[config.mk]
export PLATFORM = sky130hd
export DESIGN_NAME = xbar_cfg_loader
export DESIGN_NICKNAME = d
export VERILOG_FILES = /design/src/rtl/xcl_pkg.sv /design/src/rtl/xcl_pin_sync.sv /design/src/rtl/xcl_shift_rx.sv /design/src/rtl/xcl_shadow_bank.sv /design/src/rtl/xbar_cfg_loader.sv
export SDC_FILE = /design/constraint.sdc
export NUM_CORES = 1
export LEC_CHECK = 0
export CAP_MARGIN = 5
export CORE_MARGIN = 3
export CORE_UTILIZATION = 50
export DETAILED_ROUTE_END_ITERATION = 10
export DONT_BUFFER_PORTS = 1
export PLACE_DENSITY_LB_ADDON = 0.3
export SLEW_MARGIN = 30
export SYNTH_ARGS = -nofsm -noshare
export SYNTH_HDL_FRONTEND = slang
export SYNTH_HIERARCHICAL = 1
export SYNTH_SLANG_ARGS = --single-unit
[constraint.sdc]
create_clock -name clk -period 2 [get_ports clk]
set_input_delay 0.2 -clock clk [delete_from_list [all_inputs] [get_ports clk]]
set_output_delay 0.2 -clock clk [all_outputs]
set_load 0.02 [all_outputs]
[src/rtl/xcl_pkg.sv]
package xcl_pkg;

  // Receiver sequencing: idle, armed-wait, shifting, trailing-edge wait.
  typedef enum logic [1:0] {
    RX_IDLE  = 2'd0,
    RX_ARM   = 2'd1,
    RX_SHIFT = 2'd2,
    RX_TAIL  = 2'd3
  } rx_state_e;

endpackage

[src/rtl/xcl_pin_sync.sv]
module xcl_pin_sync #(
  parameter int              WIDTH   = 4,
  parameter int              STAGES  = 2,
  parameter logic [WIDTH-1:0] RST_VAL = '0
) (
  input  logic             clk,
  input  logic             rst_n,
  input  logic [WIDTH-1:0] async_i,
  output logic [WIDTH-1:0] sync_o
);

  logic [WIDTH-1:0] stage_q [STAGES];

  for (genvar s = 0; s < STAGES; s++) begin : g_stage
    logic [WIDTH-1:0] stage_d;
    if (s == 0) begin : g_first
      assign stage_d = async_i;
    end else begin : g_next
      assign stage_d = stage_q[s-1];
    end

    always_ff @(posedge clk or negedge rst_n) begin
      if (!rst_n) begin
        stage_q[s] <= RST_VAL;
      end else begin
        stage_q[s] <= stage_d;
      end
    end
  end

  assign sync_o = stage_q[STAGES-1];

endmodule

[src/rtl/xcl_shift_rx.sv]
module xcl_shift_rx
  import xcl_pkg::*;
#(
  parameter int FRAME_W = 40,
  parameter int WORD_W  = 8
) (
  input  logic               clk,
  input  logic               rst_n,
  input  logic               sclk_s,
  input  logic               cs_n_s,
  input  logic               din_s,
  input  logic               fmt_s,
  output logic [FRAME_W-1:0] frame_o,
  output logic [WORD_W-1:0]  word_o,
  output logic               commit_full_o,
  output logic               commit_word_o,
  output logic               dout_o
);

  localparam int               CNT_W    = $clog2(FRAME_W + 1);
  localparam logic [CNT_W-1:0] CNT_FULL = CNT_W'(FRAME_W);
  localparam logic [CNT_W-1:0] CNT_WORD = CNT_W'(WORD_W);

  rx_state_e          state_q, state_d;
  logic               sclk_q;
  logic [FRAME_W-1:0] sr_q, sr_d;
  logic [CNT_W-1:0]   cnt_q, cnt_d;
  logic               fmt_q, fmt_d;
  logic               rise, fall;
  logic               shift_en;
  logic               commit_full_d, commit_word_d;
  logic               commit_full_q, commit_word_q;

  assign rise = sclk_s & ~sclk_q;
  assign fall = ~sclk_s & sclk_q;

  // Next-state logic
  always_comb begin
    state_d       = state_q;
    cnt_d         = cnt_q;
    fmt_d         = fmt_q;
    shift_en      = 1'b0;
    commit_full_d = 1'b0;
    commit_word_d = 1'b0;
    unique case (state_q)
      RX_IDLE: begin
        if (!cs_n_s) begin
          state_d = RX_ARM;
          cnt_d   = '0;
          fmt_d   = fmt_s;
        end
      end
      RX_ARM: begin
        if (cs_n_s) begin
          state_d = RX_IDLE;
        end else if (rise) begin
          state_d = RX_SHIFT;
        end
      end
      RX_SHIFT: begin
        if (cs_n_s) begin
          state_d = RX_TAIL;
        end else if (fall) begin
          shift_en = 1'b1;
          if (cnt_q != CNT_FULL) begin
            cnt_d = cnt_q + 1'b1;
          end
        end
      end
      RX_TAIL: begin
        if (rise) begin
          state_d       = RX_IDLE;
          commit_full_d = !fmt_q && (cnt_q == CNT_FULL);
          commit_word_d = fmt_q && (cnt_q == CNT_WORD);
        end
      end
      default: state_d = RX_IDLE;
    endcase
  end

  // Newest bit enters at the top, so after FRAME_W shifts bit 0 sits at index 0.
  assign sr_d = shift_en ? {din_s, sr_q[FRAME_W-1:1]} : sr_q;

  // Register process
  always_ff @(posedge clk or negedge rst_n) begin
    if (!rst_n) begin
      state_q       <= RX_IDLE;
      sclk_q        <= 1'b0;
      sr_q          <= '0;
      cnt_q         <= '0;
      fmt_q         <= 1'b0;
      commit_full_q <= 1'b0;
      commit_word_q <= 1'b0;
    end else begin
      state_q       <= state_d;
      sclk_q        <= sclk_s;
      cnt_q         <= cnt_d;
      fmt_q         <= fmt_d;
      commit_full_q <= commit_full_d;
      commit_word_q <= commit_word_d;
      if (shift_en) begin
        sr_q <= sr_d;
      end
    end
  end

  assign frame_o       = sr_q;
  assign word_o        = sr_q[FRAME_W-1 -: WORD_W];
  assign commit_full_o = commit_full_q;
  assign commit_word_o = commit_word_q;
  assign dout_o        = (!cs_n_s && !fmt_q &&
                          (state_q == RX_ARM || state_q == RX_SHIFT)) ? sr_q[0] : 1'b0;


  cnt_bound_chk: assert property (@(posedge clk) disable iff (!rst_n)
    cnt_q <= CNT_FULL);


  idle_hold_chk: assert property (@(posedge clk) disable iff (!rst_n)
    (state_q == RX_IDLE && cs_n_s) |=> $stable(sr_q));


  tail_freeze_chk: assert property (@(posedge clk) disable iff (!rst_n)
    (state_q == RX_TAIL) |=> $stable(sr_q));

endmodule

[src/rtl/xcl_shadow_bank.sv]
module xcl_shadow_bank #(
  parameter int N_OUT  = 8,
  parameter int IN_AW  = 4,
  parameter int OUT_AW = 3
) (
  input  logic                            clk,
  input  logic                            rst_n,
  input  logic                            commit_full_i,
  input  logic                            commit_word_i,
  input  logic [N_OUT*(IN_AW+1)-1:0]      frame_i,
  input  logic [OUT_AW+IN_AW:0]           word_i,
  output logic [N_OUT*(IN_AW+1)-1:0]      bank_o,
  output logic                            new_data_o
);

  localparam int               SLOT_W   = IN_AW + 1;
  localparam int               FRAME_W  = N_OUT * SLOT_W;
  localparam logic [SLOT_W-1:0] SLOT_RST = {1'b1, {IN_AW{1'b0}}};

  logic [FRAME_W-1:0] bank_q, bank_d;
  logic               new_data_q, new_data_d;
  logic [OUT_AW-1:0]  word_out;
  logic [SLOT_W-1:0]  word_slot;

  assign word_out  = word_i[OUT_AW-1:0];
  assign word_slot = word_i[OUT_AW+IN_AW:OUT_AW];

  for (genvar n = 0; n < N_OUT; n++) begin : g_slot
    always_comb begin
      if (commit_full_i) begin
        bank_d[n*SLOT_W +: SLOT_W] = frame_i[n*SLOT_W +: SLOT_W];
      end else if (commit_word_i && (word_out == OUT_AW'(n))) begin
        bank_d[n*SLOT_W +: SLOT_W] = word_slot;
      end else begin
        bank_d[n*SLOT_W +: SLOT_W] = bank_q[n*SLOT_W +: SLOT_W];
      end
    end
  end

  assign new_data_d = (commit_full_i || commit_word_i) && (bank_d != bank_q);

  always_ff @(posedge clk or negedge rst_n) begin
    if (!rst_n) begin
      bank_q     <= {N_OUT{SLOT_RST}};
      new_data_q <= 1'b0;
    end else begin
      new_data_q <= new_data_d;
      if (commit_full_i || commit_word_i) begin
        bank_q <= bank_d;
      end
    end
  end

  assign bank_o     = bank_q;
  assign new_data_o = new_data_q;


  flag_means_change_chk: assert property (@(posedge clk) disable iff (!rst_n)
    new_data_q |-> (bank_q != $past(bank_q)));


  change_raises_flag_chk: assert property (@(posedge clk) disable iff (!rst_n)
    (bank_q != $past(bank_q)) |-> new_data_q);

endmodule

[src/rtl/xbar_cfg_loader.sv]
module xbar_cfg_loader #(
  parameter int N_OUT       = 8,
  parameter int N_IN        = 16,
  parameter int SYNC_STAGES = 2
) (
  input  logic                                    clk,
  input  logic                                    rst_n,
  input  logic                                    sclk_i,
  input  logic                                    scs_n_i,
  input  logic                                    sdin_i,
  input  logic                                    fmt_patch_i,
  output logic                                    sdout_o,
  output logic [N_OUT*($clog2(N_IN)+1)-1:0]       route_bank_o,
  output logic                                    new_data_o
);

  localparam int OUT_AW  = $clog2(N_OUT);
  localparam int IN_AW   = $clog2(N_IN);
  localparam int SLOT_W  = IN_AW + 1;
  localparam int FRAME_W = N_OUT * SLOT_W;
  localparam int WORD_W  = OUT_AW + SLOT_W;

  // Pin order in the synchronizer: {fmt, din, cs_n, sclk}
  logic [3:0]         pins_s;
  logic [FRAME_W-1:0] frame;
  logic [WORD_W-1:0]  word;
  logic               commit_full, commit_word;

  xcl_pin_sync #(
    .WIDTH  (4),
    .STAGES (SYNC_STAGES),
    .RST_VAL(4'b0010)
  ) u_sync (
    .clk    (clk),
    .rst_n  (rst_n),
    .async_i({fmt_patch_i, sdin_i, scs_n_i, sclk_i}),
    .sync_o (pins_s)
  );

  xcl_shift_rx #(
    .FRAME_W(FRAME_W),
    .WORD_W (WORD_W)
  ) u_rx (
    .clk          (clk),
    .rst_n        (rst_n),
    .sclk_s       (pins_s[0]),
    .cs_n_s       (pins_s[1]),
    .din_s        (pins_s[2]),
    .fmt_s        (pins_s[3]),
    .frame_o      (frame),
    .word_o       (word),
    .commit_full_o(commit_full),
    .commit_word_o(commit_word),
    .dout_o       (sdout_o)
  );

  xcl_shadow_bank #(
    .N_OUT (N_OUT),
    .IN_AW (IN_AW),
    .OUT_AW(OUT_AW)
  ) u_bank (
    .clk          (clk),
    .rst_n        (rst_n),
    .commit_full_i(commit_full),
    .commit_word_i(commit_word),
    .frame_i      (frame),
    .word_i       (word),
    .bank_o       (route_bank_o),
    .new_data_o   (new_data_o)
  );

endmodule

Word-level counts from Yosys, hierarchy flattened
Index checks and enable logic that the tools add are counted.

word-level totals
  memories kept = 0
  memory bits (read-only) = 0
  output and inout port bits = 42
  RAM bits = 0
  logic and storage cells = 96
  bits in latches = 0
  flip-flop bits (word level) = 101

cells by class
  div/mod/pow operators = 0
  reduce and logical (&&, ||, !) cells = 23
  add/sub/neg operators = 1
  equality and inequality tests = 21
  bitwise logic cells = 5
  $mul = 0
  order comparisons = 0
  multiplexer cells = 35
  shifts and indexed selects = 0

operator list
  kind                                                              number
  5-bit two-way mux                                                 16
  40-bit != test                                                    1
  6-bit two-way mux                                                 4
  1-bit logical AND                                                 13
  3-bit == test (second input constant)                             4
  6-bit one-hot mux with 2 select lines                             1
  2-bit two-way mux                                                 5
  1-bit two-way mux                                                 8
  2-bit one-hot mux with 4 select lines                             1
  6-bit by 1-bit adder with 6-bit output (second input constant)    1
  3-bit by 2-bit == test with 1-bit output (second input constant)  2
  6-bit by 4-bit == test with 1-bit output (second input constant)  1
  6-bit == test (second input constant)                             1
  2-bit by 1-bit != test with 1-bit output (second input constant)  3
  2-bit != test (second input constant)                             3
  6-bit != test (second input constant)                             1
  5-bit AND reduction                                               1
  2-bit == test (second input constant)                             2
  4-bit AND reduction                                               1
  3-bit by 1-bit == test with 1-bit output (second input constant)  1
  3-bit zero test                                                   1
  3-bit by 2-bit != test with 1-bit output (second input constant)  1
  1-bit NOT                                                         3
  1-bit bitwise AND                                                 2
  other kinds (6)                                                   8

Longest topological paths before layout
Gate-level depths: netlist (run 1).

  depth in word-level cells = 6
  mapped depth = 8
  gate-level depth less buffers = 6

Hierarchy
Netlist (run 1), hierarchy kept.

modules (own cells, without submodules)
  module           times used  area each (µm²)  cells each
  xcl_shadow_bank  1           3138.0           340
  xcl_shift_rx     1           2244.7           162
  xcl_pin_sync     1           202.7            8

Least setup slack after synthesis (run 1)
OpenSTA, ideal clock, no wires.

  path type = reg2reg
  start = register u_rx.sr_q[33] (netlist: u_rx/frame_o[33])
  end = register u_bank.new_data_q (netlist: u_bank/new_data_o)
  stages on the path, launching flop included = 8
  data required time = 1.857 ns
  path buffers = 2
  library setup time = 0.143 ns
  arrival time = 1.640 ns
  slack = 0.217 ns
  cell sequence = dfrtp_1 > buf_4 > buf_6 > nor4bb_2 > a31o_2 > a211o_1 > a222oi_1 > o211ai_1

between the ends
  cells in the longest elaborated chain, start to end = 6
  elaborated cells on any way between the ends = 34

ends and longest elaborated chain
  item                                                              line                   text
  start: declaration                                                xcl_shift_rx.sv:26     logic [FRAME_W-1:0] sr_q, sr_d;
  start signal: assignment                                          xcl_shift_rx.sv:102    sr_q <= sr_d;
  3-bit by 1-bit == test with 1-bit output (tied with other cells)  xcl_shadow_bank.sv:32  end else if (commit_word_i && (word_out == OUT_AW'(n))) begin
  1-bit logical AND                                                 xcl_shadow_bank.sv:32
  5-bit two-way mux                                                 xcl_shadow_bank.sv:32
  5-bit two-way mux                                                 xcl_shadow_bank.sv:30  if (commit_full_i) begin
  40-bit != test (*)                                                xcl_shadow_bank.sv:40  assign new_data_d = (commit_full_i || commit_word_i) && (bank_d != bank_q);
  1-bit logical AND (*)                                             xcl_shadow_bank.sv:40
  named net u_bank.new_data_d                                       xcl_shadow_bank.sv:21  logic new_data_q, new_data_d;
  end signal: assignment                                            xcl_shadow_bank.sv:47  new_data_q <= new_data_d;
  end: declaration                                                  xcl_shadow_bank.sv:21

Mark *: on every way through the listed nets, which the timed path passes. The rest lies on a longest branch.
A chain may end at the register's enable or synchronous reset.

Worst setup path in the final report (run 1)
  start = register u_rx.sr_q[36] (netlist: u_rx/frame_o[36])
  end = register u_bank.new_data_q (netlist: u_bank/new_data_o)

between the ends
  cells in the longest elaborated chain, start to end = 4
  elaborated cells on any way between the ends = 18

ends and longest elaborated chain
  item                         line
  5-bit two-way mux            xcl_shadow_bank.sv:32
  5-bit two-way mux            xcl_shadow_bank.sv:30
  40-bit != test (*)           xcl_shadow_bank.sv:40
  1-bit logical AND (*)        xcl_shadow_bank.sv:40
  named net u_bank.new_data_d  xcl_shadow_bank.sv:21

Marks and branches as above.

==> summary.md, run 1 <==
| Metric | Value |
|---|---|
| Initial Util | 0.5268 |
| Routability cong. | 0.8988 |
| CP max stage delay | 420 ps |
| Postcts setup bufs | 0 |
| Full die area | 12470 um^2 |
| Flop pwr share | 0.558 |
| WP data arrival | 2130 ps |
| CORE AREA | 10600 um^2 |
| CP Launch Type | flip-flop |
| Ys flop type | dfrtp_1 |
| Switching share of power | 0.2562 |
| Worst-Skew Late Latency | 390 ps |
| Post-synth EDFFs | 0 |
| Family with the most delay on the worst path | compound AO/OA/AOI/OAI gates |
| Max_slew headroom | 0.7268 |
| GRT Total Usage | 0.2157 |
| WL/cell | 19.25 um |
| Psw | 0.9823 mW |
| H-tree lvl count | 3 |
| Status | complete, but fails checks |
| Area of the multi-input gates | 2735 um^2 |
| Synthesized area per cell | 10.95 um^2 |
| Pint | 2.852 mW |
| Number of fill cells | 903 |
| Leakage Power | 2.994 nW |
| Syn nets | 522 |
| Hold_buf cts | 4 |
| Buffers added on ports | 0 |
| Vias in the first global route | 3999 |
| Failing checks | negative hold slack |
| Final ANT Viol Nets | 0 |
| Depth of the most critical reg-to-reg path | 6 |
| Hold Slack | -496.5 ps |
| Post-synth ARST share | 1.000 |
| Final routed DRC violation total | 0 |
| Chip Width | 111.7 um |
| R2R Path End | u_bank/new_data_o |
| Peak supply drop | 0.4847 mV |
| F_max | 532.3 MHz |
| R2R Path Start | u_rx/frame_o[36] |
| Tcrit/Tclk final | 0.9393 |
| DP Area | 5904 um^2 |
| 1st-pass router iterations | 5 |
| Initial drt markers | 234 |
| Seq cells post-synth | 101 |
| Pwr dens | 623.6 nW/um^2 |
| Kind of critical path | reg -> reg |
| Detailed-placement wirelength estimate | 9492 um |
| Worst min-delay path category | in -> async |
| Crit path buf inv count | 1 |
| Post-route cell area | 6148 um^2 |
| Routed WL | 13090 um |
| Largest net degree at the start of global routing | 102 |
| CP Data Required Time | 2250 ps |
| CTS root buf | clkbuf_8 |
| Setup Skew | 11.66 ps |
| RSZ-0062 raised after global routing | false |
| Max cap viols | 0 |
| Final hold vios | 101 |
| Chip height | 111.7 um |
| Global-route wire length before repair | 21390 um |
| Row count | 37 |
| Layout cells sized above 1 | 0.2408 |
| Synth-to-Final Area Change | 10.08% |
| Clk buf depth | 2 |
| Top-Level Pins | 48 |
| Antenna Diode Count | 0 |
| Syn Inst Count | 510 |
| Clock sinks | 101 |
| Final Max Slew Viols | 0 |
| Initial antenna violation count | 0 |
| FF/Latch Area | 2545 um^2 |
| DR vias | 3920 |
| TritonCTS Buffers | 9 |
| Crit path cell chain | buf_4 > xor2_1 > o21ai_0 > nand4_1 > o41ai_1 > o211ai_1 |
| Setup violations, final | 0 |
| Yosys Warn Count | 6 |
| Worst Setup End Kind | flip-flop |
| Overflow after GRT | 0 |
| Seq/Total Area, Yosys | 0.4547 |
| Reg2reg setup slack | 120 ps |
| Setup TNS | 0 ps |
| Slew @ Worst Pin | 399.5 ps |
| Worst path slowest cell | dfrtp_1 |
| Cell Area, Synth | 5585 um^2 |
| Clock share of power | 0.340 |
| Worst-path clk slew | 90 ps |
| CTS tree | done |
| CP Max Fanout | 11 |
| Minimum clock period | 1879 ps |
| Synth cell types | 60 |
| Routed vias/inst | 5.765 |
| Logic pwr share | 0.101 |
| Fin nets | 551 |
==> cell usage in the layout (no fill, tap or decap), types with 9 or more instances in the layout <==
| master | n |
|---|---|
| buf_4 | 53 |
| inv_1 | 13 |
| dfstp_2 | 10 |
| xor2_1 | 41 |
| nor2_1 | 12 |
| xnor2_1 | 28 |
| mux2_2 | 38 |
| nand4_1 | 10 |
| dfrtp_1 | 87 |
| nand2_1 | 50 |
| a21oi_1 | 12 |
| mux2i_1 | 36 |
| clkbuf_8 | 9 |
| o21ai_0 | 44 |
==> cells by family (layout without fill, tap and decap cells) <==
| kind of cell | count (synthesis) | in the layout | share of synthesized area |
|---|---|---|---|
| muxes | 77 | 77 | 0.1472 |
| DFF | 101 | 101 | 0.4547 |
| xor gates and xnor gates | 69 | 69 | 0.1082 |
| buffers and inverters | 53 | 87 | 0.05824 |
| AOI/OAI and AO/OA | 84 | 84 | 0.09207 |
| adders and majority gates | 6 | 6 | 0.01344 |
| and+or+nand+nor | 120 | 120 | 0.1261 |
==> what timing repair did <==
action                                  CTS  global route
endpoints found under the hold margin   105           101
resized for setup                         0             4
endpoints found under the setup margin    0             1
==> per-layer routing <==
metal	track usage	vias up	wire length (um)
met1	0.2831	1965	5681
met2	0.3465	107	6374
met4	0.07461	0	248
met5	0	-	0
met3	0.05815	18	783
li1	-	1830	-
==> power groups by stage <==
stage	Combinational, mW	Sequential (mW)	Clock, mW
4_1_cts	0.390	2.14	1.36
6_report	0.389	2.14	1.30
2_1_floorplan	0.292	2.17	0
3_5_place_dp	0.382	2.18	0
3_3_place_gp	0.361	2.18	0
5_1_grt	0.430	2.15	1.43
==> Yosys cell counts, types with 6 or more instances <==
| master | number | area (um^2) |
|---|---|---|
| a21oi_1 | 12 | 60.06 |
| buf_2 | 8 | 40.04 |
| buf_4 | 9 | 67.56 |
| buf_6 | 11 | 123.9 |
| clkbuf_1 | 12 | 45.04 |
| dfrtp_1 | 91 | 2277 |
| dfstp_2 | 10 | 262.8 |
| ha_1 | 6 | 75.07 |
| inv_1 | 13 | 48.80 |
| mux2_2 | 38 | 427.9 |
| mux2i_1 | 36 | 360.4 |
| nand2_1 | 50 | 187.7 |
| nand3_1 | 6 | 30.03 |
| nand4_1 | 10 | 62.56 |
| nor2_1 | 12 | 45.04 |
| nor4_1 | 6 | 37.54 |
| o21ai_0 | 44 | 220.2 |
| xnor2_1 | 28 | 245.2 |
| xor2_1 | 41 | 359.1 |
==> layout make-up <==
| class | instances | area share |
|---|---|---|
| Sequential cell | 101 | 0.4139 |
| Tap cell | 136 | 0.02768 |
| Multi-Input combinational cell | 356 | 0.4449 |
| Clock inverter | 4 | 0.009158 |
| Inverter | 13 | 0.007937 |
| Timing Repair Buffer | 58 | 0.07448 |
| Clock buffer | 12 | 0.02198 |
==> stage by stage <==
step	setup WS (ps)	util	instances	power, mW
2_1_floorplan	216.7	-	510	2.462
3_3_place_gp	236.6	0.5569	660	2.540
3_5_place_dp	148.0	0.5569	660	2.562
4_1_cts	131.2	0.5788	680	3.886
5_1_grt	10.07	0.5800	680	4.009
6_report	121.4	0.5800	680	3.834
==> worst max-delay path by stage <==
stage | start | endpoint | cells after the start
4_1_cts | u_rx/commit_word_o | u_bank/new_data_o | 6
6_report | u_rx/frame_o[36] | u_bank/new_data_o | 6
3_3_place_gp | u_rx/frame_o[32] | u_bank/new_data_o | 6
5_1_grt | u_rx/frame_o[36] | u_bank/new_data_o | 6
3_5_place_dp | u_rx/commit_word_o | u_bank/new_data_o | 6
2_1_floorplan | u_rx/frame_o[33] | u_bank/new_data_o | 7
==> sequential cells by signal, indices dropped and copies added (netlist names), named ones only <==
name / cells
u_rx/frame_o: 40
u_rx/commit_full_o: 1
u_rx/state_q: 1
u_sync/g_stage.stage_d: 4
u_bank/new_data_o: 1
u_rx/fmt_q: 1
u_rx/cnt_q: 6
u_rx/sclk_q: 1
u_rx/commit_word_o: 1
u_bank/bank_o: 40
u_sync/sync_o: 4
Power figures use the tool's default switching activity.
==> inputs of run 2 (changes only) <==
Settings changed: CAP_MARGIN 5 to default, CORE_ASPECT_RATIO from default to 0.75.
==> run 2 against run 1 <==
The flow still finishes with violations (negative hold slack). First-iteration DRC count rose by 70%. Cell area rose by 1.6%. Flip-flop and latch count did not move. Total power rose by 8.6%. Global-route usage rose by 0.64 points. Critical path depth rose by 1. Sequential share of layout area fell by 0.68 points. Clock skew fell by 3.4 ps. Clock power rose by 24%. Cell count fell by 0.59%. Critical path type unchanged. Highest routed layer unchanged.
==> summary.md, run 2 (synthesis gave the netlist of run 1 again) <==
| Metric | Value |
|---|---|
| Status | complete, but fails checks (unchanged) |
| Failing checks | negative hold slack (unchanged) |
| CP Max Fanout | 10 (was 11) |
| RSZ-0062 raised after global routing | false (unchanged) |
| Final Max Slew Viols | 0 (unchanged) |
| Cells after DPL | 653 (was 660) |
| Commonest non-fill, non-tap cells in the layout | 88 x dfrtp_1, 50 x nand2_1, 46 x buf_4, 44 x o21ai_0, 41 x xor2_1 (was 87 x dfrtp_1, 53 x buf_4, 50 x nand2_1, 44 x o21ai_0, 41 x xor2_1) |
| CP Data Required Time | 2200 ps (was 2250 ps) |
| CTS tree | done (unchanged) |
| GRT Total Usage | 0.2222 (was 0.2157) |
| Gr busiest metal | met1 (was met2) |
| Full die area | 12490 um^2 (was 12470 um^2) |
| Overflow after GRT | 0 (unchanged) |
| TritonCTS Buffers | 9 (unchanged) |
| Dpl ws | 141.8 ps (was 148.0 ps) |
| Peak supply drop | 0.4622 mV (was 0.4847 mV) |
| Antenna Diode Count | 0 (unchanged) |
| Chip height | 97.53 um (was 111.7 um) |
| Setup TNS | 0 ps (unchanged) |
| Commonest non-fill, non-tap cell in the layout | dfrtp_1 (unchanged) |
| Worst Setup SP | u_rx/commit_word_o (was u_rx/frame_o[36]) |
| Row count | 32 (was 37) |
| Synth-to-Final Area Change | 11.87% (was 10.08%) |
| 1st-pass router iterations | 5 (unchanged) |
| Hold Slack | -448.5 ps (was -496.5 ps) |
| Final setup margin | 111.1 ps (was 121.4 ps) |
| Routed vias/inst | 5.796 (was 5.765) |
| Buffers added on ports | 0 (unchanged) |
| Fin nets | 548 (was 551) |
| Final routed DRC violation total | 0 (unchanged) |
| Hold_buf cts | 4 (unchanged) |
| Initial drt markers | 397 (was 234) |
| Grt met1 use | 0.3319 (was 0.2831) |
| Detailed-placement wirelength estimate | 9405 um (was 9492 um) |
| Met3 usage | 0.06538 (was 0.05815) |
| Setup violations, final | 0 (unchanged) |
| Routability cong. | 0.9065 (was 0.8988) |
| Worst-Skew Late Latency | 350 ps (was 390 ps) |
| Initial Util | 0.5284 (was 0.5268) |
| Met2 usage | 0.3089 (was 0.3465) |
| Max_slew headroom | 0.6340 (was 0.7268) |
| Final ANT Viol Nets | 0 (unchanged) |
| Max cap viols | 0 (unchanged) |
| WP data arrival | 2090 ps (was 2130 ps) |
| CP Launch Type | flip-flop (unchanged) |
| Chip Width | 128.0 um (was 111.7 um) |
| R2R Path Start | u_rx/commit_word_o (was u_rx/frame_o[36]) |
| Worst-path clk slew | 70 ps (was 90 ps) |
| Finished Layout Cells | 676 (was 680) |
| Largest net degree at the start of global routing | 102 (unchanged) |
| CORE AREA | 10570 um^2 (was 10600 um^2) |
| Setup Skew | 8.294 ps (was 11.66 ps) |
| Kind of critical path | reg -> reg (unchanged) |
| WL/cell | 19.88 um (was 19.25 um) |
| Routed WL | 13440 um (was 13090 um) |
| Worst min-delay path category | in -> async (unchanged) |
| Leakage Power | 3.021 nW (was 2.994 nW) |
| Final hold vios | 101 (unchanged) |
| DR vias | 3918 (was 3920) |
| F_max | 529.4 MHz (was 532.3 MHz) |
| Pwr dens | 666.3 nW/um^2 (was 623.6 nW/um^2) |
| Initial antenna violation count | 0 (unchanged) |
| Vias in the first global route | 3867 (was 3999) |
| Top-Level Pins | 48 (unchanged) |
| Clock sinks | 101 (unchanged) |
| CTS root buf | clkbuf_16 (was clkbuf_8) |
| Layout cells sized above 1 | 0.2407 (was 0.2408) |
| Minimum clock period | 1889 ps (was 1879 ps) |
| H-tree lvl count | 3 (unchanged) |
| Clk buf depth | 2 (unchanged) |
| Worst Setup End Kind | flip-flop (unchanged) |
| Depth of the most critical reg-to-reg path | 7 (was 6) |
| Global-route wire length before repair | 21680 um (was 21390 um) |
| Slew @ Worst Pin | 548.2 ps (was 399.5 ps) |
| Tcrit/Tclk final | 0.9445 (was 0.9393) |
## run 2: cell count changes in the layout (fill, tap and decap cells not counted), moves of 2 or more
cell | before | now
clkinvlp_4 | 0 | 2
buf_12 | 1 | 4
clkbuf_8 | 9 | 1
inv_6 | 2 | 0
xnor2_1 | 28 | 26
clkbuf_16 | 0 | 9
clkinv_2 | 0 | 2
buf_4 | 53 | 46
xnor2_2 | 0 | 2
clkbuf_1 | 3 | 1
## run 2: worst max-delay path, cell delays in order, from the launching register on
cell and delay, ps:
dfrtp_2 450, buf_4 160, nor4bb_2 170, buf_4 190, nand3b_1 100, nand4b_1 120, a222oi_1 400, o211ai_1 150
## run 2: per-stage QoR
stage	util	instance area (um^2)	total power [mW]
floorplan	-	5585	2.462
global placement	0.5572	5889	2.558
detailed placement	0.5572	5889	2.581
CTS	0.5863	6197	4.202
global route	0.5911	6248	4.337
finish	0.5911	6248	4.163
## run 2: layout make-up
cell class	instances	area, um^2
Clock buffer	11	242.7
Clock inverter	4	25.02
Fill cell	915	4322
Inverter	13	48.80
Multi-Input combinational cell	356	2741
Sequential cell	101	2544
Tap cell	136	170.2
Timing Repair Buffer	55	476.7
## run 2: worst paths after layout
kind                                endpoint  slack, ps
min                        u_bank/bank_o[22]       -450
min reg2reg                 u_sync/sync_o[1]        350
max in group asynchronous  u_bank/bank_o[39]       2230
max                        u_bank/new_data_o        110
max reg2reg                u_bank/new_data_o        110
min in group clk            u_sync/sync_o[1]        350
## run 2: repair_timing
item | in CTS | in global routing
setup endpoints to repair | 0 | 2
resized for setup | 0 | 5
buffers inserted | 0 | 4
hold endpoints to repair | 105 | 101
## run 2: power by group
group	internal (mW)	switching [mW]	leakage (nW)
Clock	0.867	0.741	0.127
Combinational	0.179	0.230	1.54
Sequential	2.09	0.0516	1.35
## run 2: routing by layer
metal | up-vias | wire (um) | share of wire
met5 | - | 0 | 0
met2 | 128 | 5756 | 0.43
met4 | 0 | 243 | 0.018
met1 | 1937 | 6513 | 0.48
met3 | 22 | 926 | 0.069
li1 | 1831 | - | -
